--- src/rtl/excl_monitor.sv ---
module excl_monitor #(
  parameter int AW = 32,
  parameter int DW = 32
) (
  input  logic          clk,
  input  logic          rst_n,
  input  logic          req_valid,
  input  logic [3:0]    req_op,
  input  logic [AW-1:0] req_addr,
  input  logic [DW-1:0] req_data,
  output logic          busy,
  output logic          done,
  output logic [DW-1:0] rsp_data,
  output logic          align_fault,
  output logic          mem_rd,
  output logic          mem_wr,
  output logic [AW-1:0] mem_addr,
  output logic [DW-1:0] mem_wdata,
  input  logic [DW-1:0] mem_rdata
);
  localparam int OP_LD = 0, OP_ST = 1, OP_CLR = 2, OP_GET = 3;
  localparam logic [AW-1:0] NO_RES = '1;

  typedef enum logic [1:0] {S_IDLE, S_LD, S_ST} state_t;

  state_t        state;
  logic [AW-1:0] res_addr, op_addr;
  logic [DW-1:0] res_val, op_data;
  logic          flag;

  wire one_hot = (req_op != 4'd0) && ((req_op & (req_op - 4'd1)) == 4'd0);
  wire accept  = req_valid && (state == S_IDLE) && one_hot;
  wire misal   = |req_addr[1:0];
  wire is_mem  = req_op[OP_LD] || req_op[OP_ST];
  wire hit     = (req_addr == res_addr);
  wire same    = (mem_rdata == res_val);

  assign busy      = (state != S_IDLE);
  assign mem_rd    = accept && !misal && (req_op[OP_LD] || (req_op[OP_ST] && hit));
  assign mem_wr    = (state == S_ST) && same;
  assign mem_addr  = (state == S_IDLE) ? req_addr : op_addr;
  assign mem_wdata = op_data;

  always_ff @(posedge clk or negedge rst_n) begin
    if (!rst_n) begin
      state       <= S_IDLE;
      res_addr    <= NO_RES;
      res_val     <= '0;
      flag        <= 1'b0;
      op_addr     <= '0;
      op_data     <= '0;
      done        <= 1'b0;
      align_fault <= 1'b0;
      rsp_data    <= '0;
    end else begin
      done        <= 1'b0;
      align_fault <= 1'b0;
      case (state)
        S_IDLE: if (accept) begin
          op_addr <= req_addr;
          op_data <= req_data;
          if (is_mem && misal) begin
            done        <= 1'b1;
            align_fault <= 1'b1;
            rsp_data    <= '0;
          end else if (req_op[OP_LD]) begin
            state <= S_LD;
          end else if (req_op[OP_ST]) begin
            if (hit) state <= S_ST;
            else begin
              done     <= 1'b1;
              rsp_data <= DW'(flag);
              flag     <= 1'b0;
            end
          end else if (req_op[OP_CLR]) begin
            res_addr <= NO_RES;
            done     <= 1'b1;
            rsp_data <= '0;
          end else begin
            done     <= 1'b1;
            rsp_data <= DW'(flag);
            flag     <= req_data[0];
          end
        end
        S_LD: begin
          res_addr <= op_addr;
          res_val  <= mem_rdata;
          rsp_data <= mem_rdata;
          done     <= 1'b1;
          state    <= S_IDLE;
        end
        S_ST: begin
          res_addr <= NO_RES;
          if (!same) res_val <= mem_rdata;
          rsp_data <= DW'(flag);
          flag     <= same;
          done     <= 1'b1;
          state    <= S_IDLE;
        end
        default: state <= S_IDLE;
      endcase
    end
  end
endmodule

--- config.mk ---
export PLATFORM = sky130hd
export DESIGN_NAME = excl_monitor
export DESIGN_NICKNAME = d
export VERILOG_FILES = /design/src/rtl/excl_monitor.sv
export SDC_FILE = /design/constraint.sdc
export NUM_CORES = 1
export LEC_CHECK = 0
export BUFFER_PORTS_ARGS = -buffer_cell sky130_fd_sc_hd__buf_4
export CAP_MARGIN = 20
export CORE_AREA = 8 8 102 174
export DETAILED_ROUTE_END_ITERATION = 10
export DIE_AREA = 0 0 110 182
export PLACE_DENSITY = 0.75
export SYNTH_ARGS = -nofsm -noshare
export SYNTH_HDL_FRONTEND = slang
export SYNTH_SLANG_ARGS = --single-unit
--- constraint.sdc ---
create_clock -name clk -period 3.54 [get_ports clk]
set_input_delay 1.062 -clock clk [delete_from_list [all_inputs] [get_ports clk]]
set_output_delay 1.062 -clock clk [all_outputs]
set_load 0.05 [all_outputs]
==> results of run 1 <==
-- worst max-delay path: cells and delay by family --
family                 cells  cell delay (ns)
AO/OA/AOI/OAI              2             0.85
buffers and inverters      3             0.32
AND/OR/NAND/NOR            2             0.42
-- cell type report --
cell class,count,area (sq um),share of cell area
inverters,45,181,0.0166
well taps,186,233,0.0214
clock buffers,19,443,0.0406
repair buffers,261,2080,0.191
flip-flops and latches,165,4170,0.383
multi-input cells,429,3670,0.337
clock inverters,13,118,0.0108
-- repair_timing --
action	4_1_cts	5_1_grt
endpoints found under the hold margin	0	0
pin swaps	6	3
resized for setup	34	11
buffers inserted	12	0
hold buffers	0	0
setup endpoints to repair	2	6
-- kinds of logic after synthesis --
kind of cell / share of synthesized area
adders and majority gates: 0.00787
muxes: 0.193
AOI/OAI and AO/OA: 0.0672
xor gates and xnor gates: 0.0650
buffers and inverters: 0.0462
DFF: 0.524
and+or+nand+nor: 0.0971
-- power by group through the flow --
stage	sequential, uW	combinational (uW)	clock (uW)
3_3_place_gp	3130	3870	0
2_1_floorplan	3870	1890	0
3_5_place_dp	3200	3950	0
6_report	3220	4050	1760
5_1_grt	3300	4290	1880
4_1_cts	3210	4040	1800
-- routing by layer --
metal | wire [microns] | up-vias | GRT usage
li1 | - | 2820 | -
met3 | 1340 | 65 | 0.0521
met2 | 12200 | 251 | 0.404
met5 | 0 | - | 0
met1 | 8030 | 3095 | 0.238
met4 | 961 | 0 | 0.123
-- worst max path at each step --
stage	from	endpoint	slack [ns]	cells after the start
finish	req_addr[22]	mem_rd	-0.19	7
global route	req_addr[22]	mem_rd	-0.25	7
CTS	mem_rdata[3]	mem_wr	-0.15	8
detailed placement	mem_rdata[25]	mem_wr	-0.32	8
global placement	mem_rdata[5]	mem_wr	-0.27	8
floorplan	req_addr[22]	mem_rd	-0.17	5
-- synthesized netlist by cell type, drive strengths merged --
master,count
nand2b,1
nor2b,4
clkinv,1
o21ai,37
inv,44
o22ai,1
o41a,1
a2111oi,2
a21oi,4
dfrtp,133
nand2,45
or3,1
nor2,37
a22oi,1
nand3,4
o32ai,1
mux2,126
a2111o,1
ha,5
a31oi,32
nor3,7
a211oi,1
o211a,1
dfstp,32
or4,1
xnor2,29
o221ai,2
o31ai,1
xor2,30
nand4,13
nor4,9
buf,14
clkbuf,23
and3,31
a32oi,1
-- cell usage in the layout (no fill, tap or decap), drive strengths merged, types with 2 or more instances in the layout --
master / Yosys / final
nand2: 45 / 45
a21oi: 4 / 4
ha: 5 / 5
buf: 14 / 261
o221ai: 2 / 2
clkinv: 1 / 7
nor3: 7 / 7
o21ai: 37 / 37
nand4: 13 / 13
nand3: 4 / 4
a31oi: 32 / 32
xor2: 30 / 30
nor2b: 4 / 4
a2111oi: 2 / 2
nor4: 9 / 9
nor2: 37 / 37
dfrtp: 133 / 133
mux2: 126 / 126
and3: 31 / 31
dfstp: 32 / 32
clkbuf: 23 / 19
inv: 44 / 51
xnor2: 29 / 29
-- registers in the layout, summed over array words and instances (netlist names) --
| signal | cells |
|---|---|
| align_fault | 1 |
| res_addr | 32 |
| res_val | 32 |
| op_addr | 32 |
| mem_wdata | 32 |
| state | 2 |
| flag | 1 |
| rsp_data | 32 |
| done | 1 |
-- metrics by stage --
| step | total power [uW] | hold slack (ns) | utilization | TNS, ns | worst slack [ns] |
|---|---|---|---|---|---|
| final | 9030 | 0.504 | 0.715 | -0.299 | -0.185 |
| after floorplan | 5750 | 0.450 | - | -0.168 | -0.168 |
| after CTS | 9050 | 0.506 | 0.712 | -0.223 | -0.150 |
| after global routing | 9470 | 0.518 | 0.715 | -0.460 | -0.254 |
| after detailed placement | 7150 | 0.490 | 0.657 | -0.610 | -0.316 |
| after global placement | 7000 | 0.462 | 0.657 | -0.521 | -0.273 |
==> reports/metrics.csv, run 1 <==
stage,metric,value,unit
run_status,status,"complete, but fails checks",
run_status,failing checks,setup timing,
final_layout,filler cell count,1059,
routing,vias,6231,
final_layout,ANT cells,0,
final_layout,fraction of layout instances using a drive strength above 1,0.497,
clock_tree,CTS max path bufs,2,
pwr,Power per Cell Area,829,nW/um^2
routing,ANT nets after route,0,
worst_hold_path,worst min-delay path startpoint,op_addr[22]$_DFFE_PN0P_,
synthesis,"top cells by area, synth","dfrtp_1 (42%), mux2_2 (11%), dfstp_2 (11%), mux2_4 (5.7%), xor2_1 (3.3%)",
setup_path,CP endpoint kind,output port,
sta,slew margin rel.,0.382,
worst_hold_path,HP Class,reg -> reg,
floorplanning,Initial Util,0.522,
run,max cap viols,0,
final_layout,Final Instance Count excl. Fillers,1118,
synthesis,Cells after Synth,676,
synthesis,Yosys warnings,0,
floorplanning,row cnt,60,
final_layout,fin area,10900,sq um
routing,residual DRC count,0,
setup_path,worst reg-to-reg path cell count,15,
synthesis,cell taking the most area after synthesis,dfrtp_1,
placed_design,Placement Cell Area,10000,sq um
setup_path,worst-path fanout max,2,
synthesis,post-synth top area share,0.418,
setup_path,critical path's slowest cell,a2111o_1,
worst_hold_path,Hold Path End,op_addr[22]$_DFFE_PN0P_,
setup_path,Worst EP required,2.48,ns
floorplanning,IO Pins,204,
pwr,leakage power,0.00536,uW
pwr,worst vdd ir,0.000472,V
setup_path,crit path cell chain,"buf_8, inv_8, a2111o_1, nor4_4, nand4_1, a2111oi_4, buf_6",
routing,Starting DRT DRC Count,309,
synthesis,post-synthesis sequential area ratio,0.524,
synthesis,Yosys reg bits,165,
routing,drt first pass iters,6,
sta,Max Freq,268,MHz
pwr,Reg power frac,0.357,
placed_design,Final GP Congestion,0.956,
placed_design,port bufs,203,
setup_path,Max stage delay on crit path,0.43,ns
setup_path,type of origin of the critical path,input pin,
clock_tree,clk slew on worst S/H paths,0.07,ns
pwr,Combinational Power Share,0.449,
routing,vias per cell,5.57,
routing,Routed WL,22.5,mm
clock_tree,TritonCTS Buffers,17,
pwr,clock power share,0.194,
clock_tree,clock sinks,165,
synthesis,synthesized net count,784,
synthesis,Cell variety after synth,45,
sta,Final setup viols,2,
final_layout,area grow syn2layout,37.0,%
global_route,first-pass GRT wire length,35.4,mm
worst_hold_path,WHS Path Cells,2,
sta,final hold violation count,0,
floorplanning,core area,15200,sq um
sta,Post-Route Skew,0.00978,ns
clock_tree,CTS tree,yes,
synthesis,Avg Inst Size Synth,11.8,sq um
setup_path,r2r startpoint,res_addr[29]$_DFFE_PN1P_,
floorplanning,Die Y,182,microns
setup_path,WP data arrival,2.66,ns
floorplanning,Die X,110,microns
sta,Slew @ Worst Pin,0.927,ns
clock_tree,clk_lat worst skew,0.42,ns
global_route,total global routing overflow,0,
pwr,NetSw,3760,uW
placed_design,detailed placement HPWL,16.3,mm
sta,unrepaired setup endpoints after global routing,yes,
placed_design,placed cell count,1077,
final_layout,nets,1027,
setup_path,R2R Path End,done$_DFF_PN0_,
setup_path,worst reg2reg setup slack,0.31,ns
pwr,Sw Ratio,0.417,
global_route,gr usage total,0.228,
global_route,initial antenna violation count,0,
pwr,Internal,5270,uW
sta,Max Transition Viols Final,0,
sta,min cycle time layout,3.73,ns
clock_tree,Root Buffer,clkbuf_16,
sta,setup ws final,-0.185,ns
global_route,number of global-route vias before repair,6860,
setup_path,Setup Crit Path Kind,in -> out,
clock_tree,htree depth,4,
routing,DR WL/cell,20.2,microns
synthesis,Synth Cell Area,7950,sq um
floorplanning,DIE AREA,20000,sq um
global_route,largest net degree at the start of global routing,72,
sta,crit share post-route,1.05,
Note: power is estimated with default switching activity, not from simulation.
==> inputs of run 2 (changes only) <==
- ABC_AREA: not set -> 1
- CORE_AREA: 8 8 102 174 -> 8 8 104 177
- DIE_AREA: 0 0 110 182 -> 0 0 112 185
- PLACE_DENSITY: 0.75 -> 0.76
==> run 2 against run 1 <==
Compared with the run above:
- the flow now finishes without violations
- clock power about the same
- cell count increased by 39%
- area after synthesis increased by 6.8%
- register-to-register slack improved by 0.47 ns
- critical path type unchanged
==> reports/metrics.csv, run 2 <==
stage,metric,value,unit,change
clock_tree,Root Buffer,clkbuf_16,,unchanged
synthesis,synthesized net count,1257,,was 784
final_layout,Final Instance Count excl. Fillers,1550,,was 1118
sta,Final setup viols,0,,was 2
final_layout,multi-input logic area,3630,sq um,was 3670 sq um
global_route,largest net degree at the start of global routing,82,,was 72
clock_tree,CTS max path bufs,2,,unchanged
sta,crit share post-route,0.971,,was 1.05
floorplanning,Die X,112,microns,was 110 microns
global_route,first-pass GRT wire length,41.6,mm,was 35.4 mm
synthesis,post-synth top area share,0.392,,was 0.418
synthesis,Cells after Synth,1149,,was 676
clock_tree,clock sinks,165,,unchanged
final_layout,FF+latch area,4170,sq um,unchanged
setup_path,worst-path fanout max,3,,was 2
setup_path,crit-path most repeated cell,nand2_1,,
routing,drt first pass iters,5,,was 6
final_layout,nets,1453,,was 1027
pwr,Sw Ratio,0.484,,was 0.417
synthesis,Avg Inst Size Synth,7.39,sq um,was 11.8 sq um
final_layout,post-layout util,0.670,,was 0.715
sta,setup ws final,0.104,ns,was -0.185 ns
routing,vias,8196,,was 6231
worst_hold_path,HP Class,reg -> reg,,unchanged
placed_design,placed cell count,1518,,was 1077
synthesis,Synth Cell Area,8490,sq um,was 7950 sq um
floorplanning,row cnt,62,,was 60
pwr,clock power share,0.169,,was 0.194
floorplanning,DIE AREA,20700,sq um,was 20000 sq um
global_route,number of global-route vias before repair,8311,,was 6860
synthesis,post-synthesis sequential area ratio,0.491,,was 0.524
synthesis,top_reg_cell synth,dfrtp_1,,unchanged
sta,Max Transition Viols Final,0,,unchanged
clock_tree,CTS tree,yes,,unchanged
placed_design,port bufs,203,,unchanged
routing,Routed WL,26.2,mm,was 22.5 mm
sta,Slew @ Worst Pin,1.08,ns,was 0.927 ns
sta,slew margin rel.,0.280,,was 0.382
clock_tree,TritonCTS Buffers,17,,unchanged
sta,Max Freq,291,MHz,was 268 MHz
setup_path,crit path cell chain,"buf_4, inv_1, nand2_1, o21ai_0, nor2_1, nand2_1, nor2_1, nand3_1, o21bai_1, nand2_1, nor2_2, buf_6",,"was buf_8, inv_8, a2111o_1, nor4_4, nand4_1, a2111oi_4, buf_6"
sta,unrepaired setup endpoints after global routing,no,,was yes
run_status,status,"finished, final reports clean",,"was complete, but fails checks"
floorplanning,IO Pins,204,,unchanged
pwr,Reg power frac,0.324,,was 0.357
setup_path,Max stage delay on crit path,0.19,ns,was 0.43 ns
synthesis,"top cells by count, synth","nand2_1 (417), o21ai_0 (169), dfrtp_1 (133), inv_1 (123), nor2_1 (90)",,"was dfrtp_1 (133), mux2_2 (76), inv_1 (44), nand2_1 (44), nor2_1 (37)"
synthesis,Yosys warnings,0,,unchanged
routing,ANT nets after route,0,,unchanged
synthesis,cell taking the most area after synthesis,dfrtp_1,,unchanged
setup_path,Setup Crit Path Kind,in -> out,,unchanged
synthesis,most common cell in the netlist,nand2_1,,was dfrtp_1
setup_path,type of origin of the critical path,input pin,,unchanged
global_route,total global routing overflow,0,,unchanged
floorplanning,Initial Util,0.526,,was 0.522
final_layout,fin area,10800,sq um,was 10900 sq um
placed_design,Final GP Congestion,0.977,,was 0.956
pwr,Combinational Power Share,0.506,,was 0.449
placed_design,detailed placement HPWL,19.5,mm,was 16.3 mm
pwr,Power per Cell Area,977,nW/um^2,was 829 nW/um^2
final_layout,"most common cell after layout, fill and taps aside",nand2_1,,was buf_4
pwr,NetSw,5110,uW,was 3760 uW
run,max cap viols,0,,unchanged
final_layout,most frequent cells in the layout,"nand2_1 (417), buf_4 (226), o21ai_0 (169), dfrtp_1 (133), inv_1 (123)",,"was buf_4 (245), dfrtp_1 (133), mux2_2 (75), nand2_1 (44), inv_1 (42)"
routing,DR WL/cell,16.9,microns,was 20.2 microns
sta,TNS Setup,0,ns,was -0.299 ns
final_layout,area grow syn2layout,27.3,%,was 37.0%
global_route,initial antenna violation count,0,,unchanged
routing,vias per cell,5.29,,was 5.57
final_layout,filler cell count,1468,,was 1059
placed_design,Placement Setup Slack,0.0976,ns,was -0.316 ns
synthesis,"top cells by area, synth","dfrtp_1 (39%), nand2_1 (18%), o21ai_0 (10%), dfstp_2 (9.9%), inv_1 (5.4%)",,"was dfrtp_1 (42%), mux2_2 (11%), dfstp_2 (11%), mux2_4 (5.7%), xor2_1 (3.3%)"
setup_path,"Buf+Inv Stages, Crit Path",3,,unchanged
sta,min cycle time layout,3.44,ns,was 3.73 ns
clock_tree,clk_lat worst skew,0.42,ns,about the same
pwr,worst vdd ir,0.000455,V,was 0.000472 V
synthesis,ys async rst share,1.00,,unchanged
routing,Starting DRT DRC Count,469,,was 309
setup_path,CP endpoint kind,output port,,unchanged
routing,residual DRC count,0,,unchanged
synthesis,"EDFF count, synth",0,,unchanged
clock_tree,Post CTS Setup Buffer Count,0,,was 12
clock_tree,clk slew on worst S/H paths,0.06,ns,was 0.07 ns
final_layout,fraction of layout instances using a drive strength above 1,0.228,,was 0.497
clock_tree,htree depth,4,,unchanged
pwr,leakage power,0.00582,uW,was 0.00536 uW
sta,final hold violation count,0,,unchanged
placed_design,Placement Cell Area,10200,sq um,was 10000 sq um
synthesis,Cell variety after synth,29,,was 45
floorplanning,Die Y,185,microns,was 182 microns
setup_path,"CP delay by family, top",simple AND/OR/NAND/NOR gates,,was compound AO/OA/AOI/OAI gates
pwr,Internal,5450,uW,was 5270 uW
floorplanning,core area,16100,sq um,was 15200 sq um
setup_path,critical path's slowest cell,buf_6,,was a2111o_1
clock_tree,hold_buf cts,0,,unchanged
setup_path,Worst EP required,2.48,ns,about the same
synthesis,Yosys reg bits,165,,unchanged
clock_tree,post-cts resize count,0,,was 34
global_route,gr usage total,0.255,,was 0.228
final_layout,ANT cells,0,,unchanged
setup_path,WP data arrival,2.37,ns,was 2.66 ns
sta,Post-Route Skew,0.0162,ns,was 0.00978 ns
## run 2: cell count changes in the layout (fill, tap and decap cells not counted), sizes merged, moves of 6 or more
| cell | change |
|---|---|
| a31oi | -32 |
| and3 | -31 |
| buf | -32 |
| clkinvlp | +6 |
| inv | +77 |
| mux2 | -126 |
| nand2 | +372 |
| nand3 | +10 |
| nand4 | +35 |
| nor2 | +53 |
| o21ai | +136 |
| or2 | +15 |
| xnor2 | -21 |
| xor2 | -21 |
## run 2: logic make-up after synthesis
logic type                 Yosys count  share of synthesized area
AOI/OAI and AO/OA                  185                      0.113
xor gates and xnor gates            17                     0.0175
adders and majority gates            5                    0.00737
buffers and inverters              177                     0.0813
DFF                                165                      0.491
and+or+nand+nor                    600                      0.290
## run 2: metal layers
layer,part of all wire,GRT usage,vias to the layer above
met2,0.54,0.476,274
met5,0,0,-
met3,0.051,0.0437,69
met4,0.046,0.142,0
met1,0.36,0.266,3831
li1,-,-,4022
## run 2: tightest hold or removal path: cells and delay by family (launching register included)
kind	cells	cell delay, ns
flip-flops	1	0.34
AND/OR/NAND/NOR	2	0.10
## run 2: layout make-up
cell class	count	area share
flip-flops and latches	165	0.386
multi-input cells	807	0.336
repair buffers	229	0.161
inverters	125	0.0434
clock buffers	20	0.0404
well taps	192	0.0222
clock inverters	12	0.0112
## run 2: path summary, 6_finish.rpt
check	startpoint	end	slack, ns	cells past startpoint
max	req_addr[22]	mem_rd	0.10	12
min	rsp_data[27]$_DFFE_PN0P_	rsp_data[27]$_DFFE_PN0P_	0.47	2
max reg2reg	state[0]$_DFFE_PN0P_	op_addr[25]$_DFFE_PN0P_	0.78	11
min reg2reg	rsp_data[27]$_DFFE_PN0P_	rsp_data[27]$_DFFE_PN0P_	0.47	2
max in group asynchronous	rst_n	mem_wdata[31]$_DFFE_PN0P_	2.17	2
min in group asynchronous	rst_n	mem_wdata[7]$_DFFE_PN0P_	0.59	1
## run 2: through the flow
step	total power (uW)	hold slack, ns
2_1_floorplan	7050	0.435
3_3_place_gp	8680	0.454
3_5_place_dp	8790	0.460
4_1_cts	10600	0.476
5_1_grt	11200	0.498
6_report	10600	0.471
## run 2: power by group through the flow
stage / sequential [uW] / clock (uW) / combinational (uW)
2_1_floorplan: 4380 / 0 / 2680
3_5_place_dp: 3430 / 0 / 5360
6_report: 3420 / 1790 / 5350
4_1_cts: 3410 / 1810 / 5380
5_1_grt: 3530 / 1880 / 5800
3_3_place_gp: 3400 / 0 / 5280
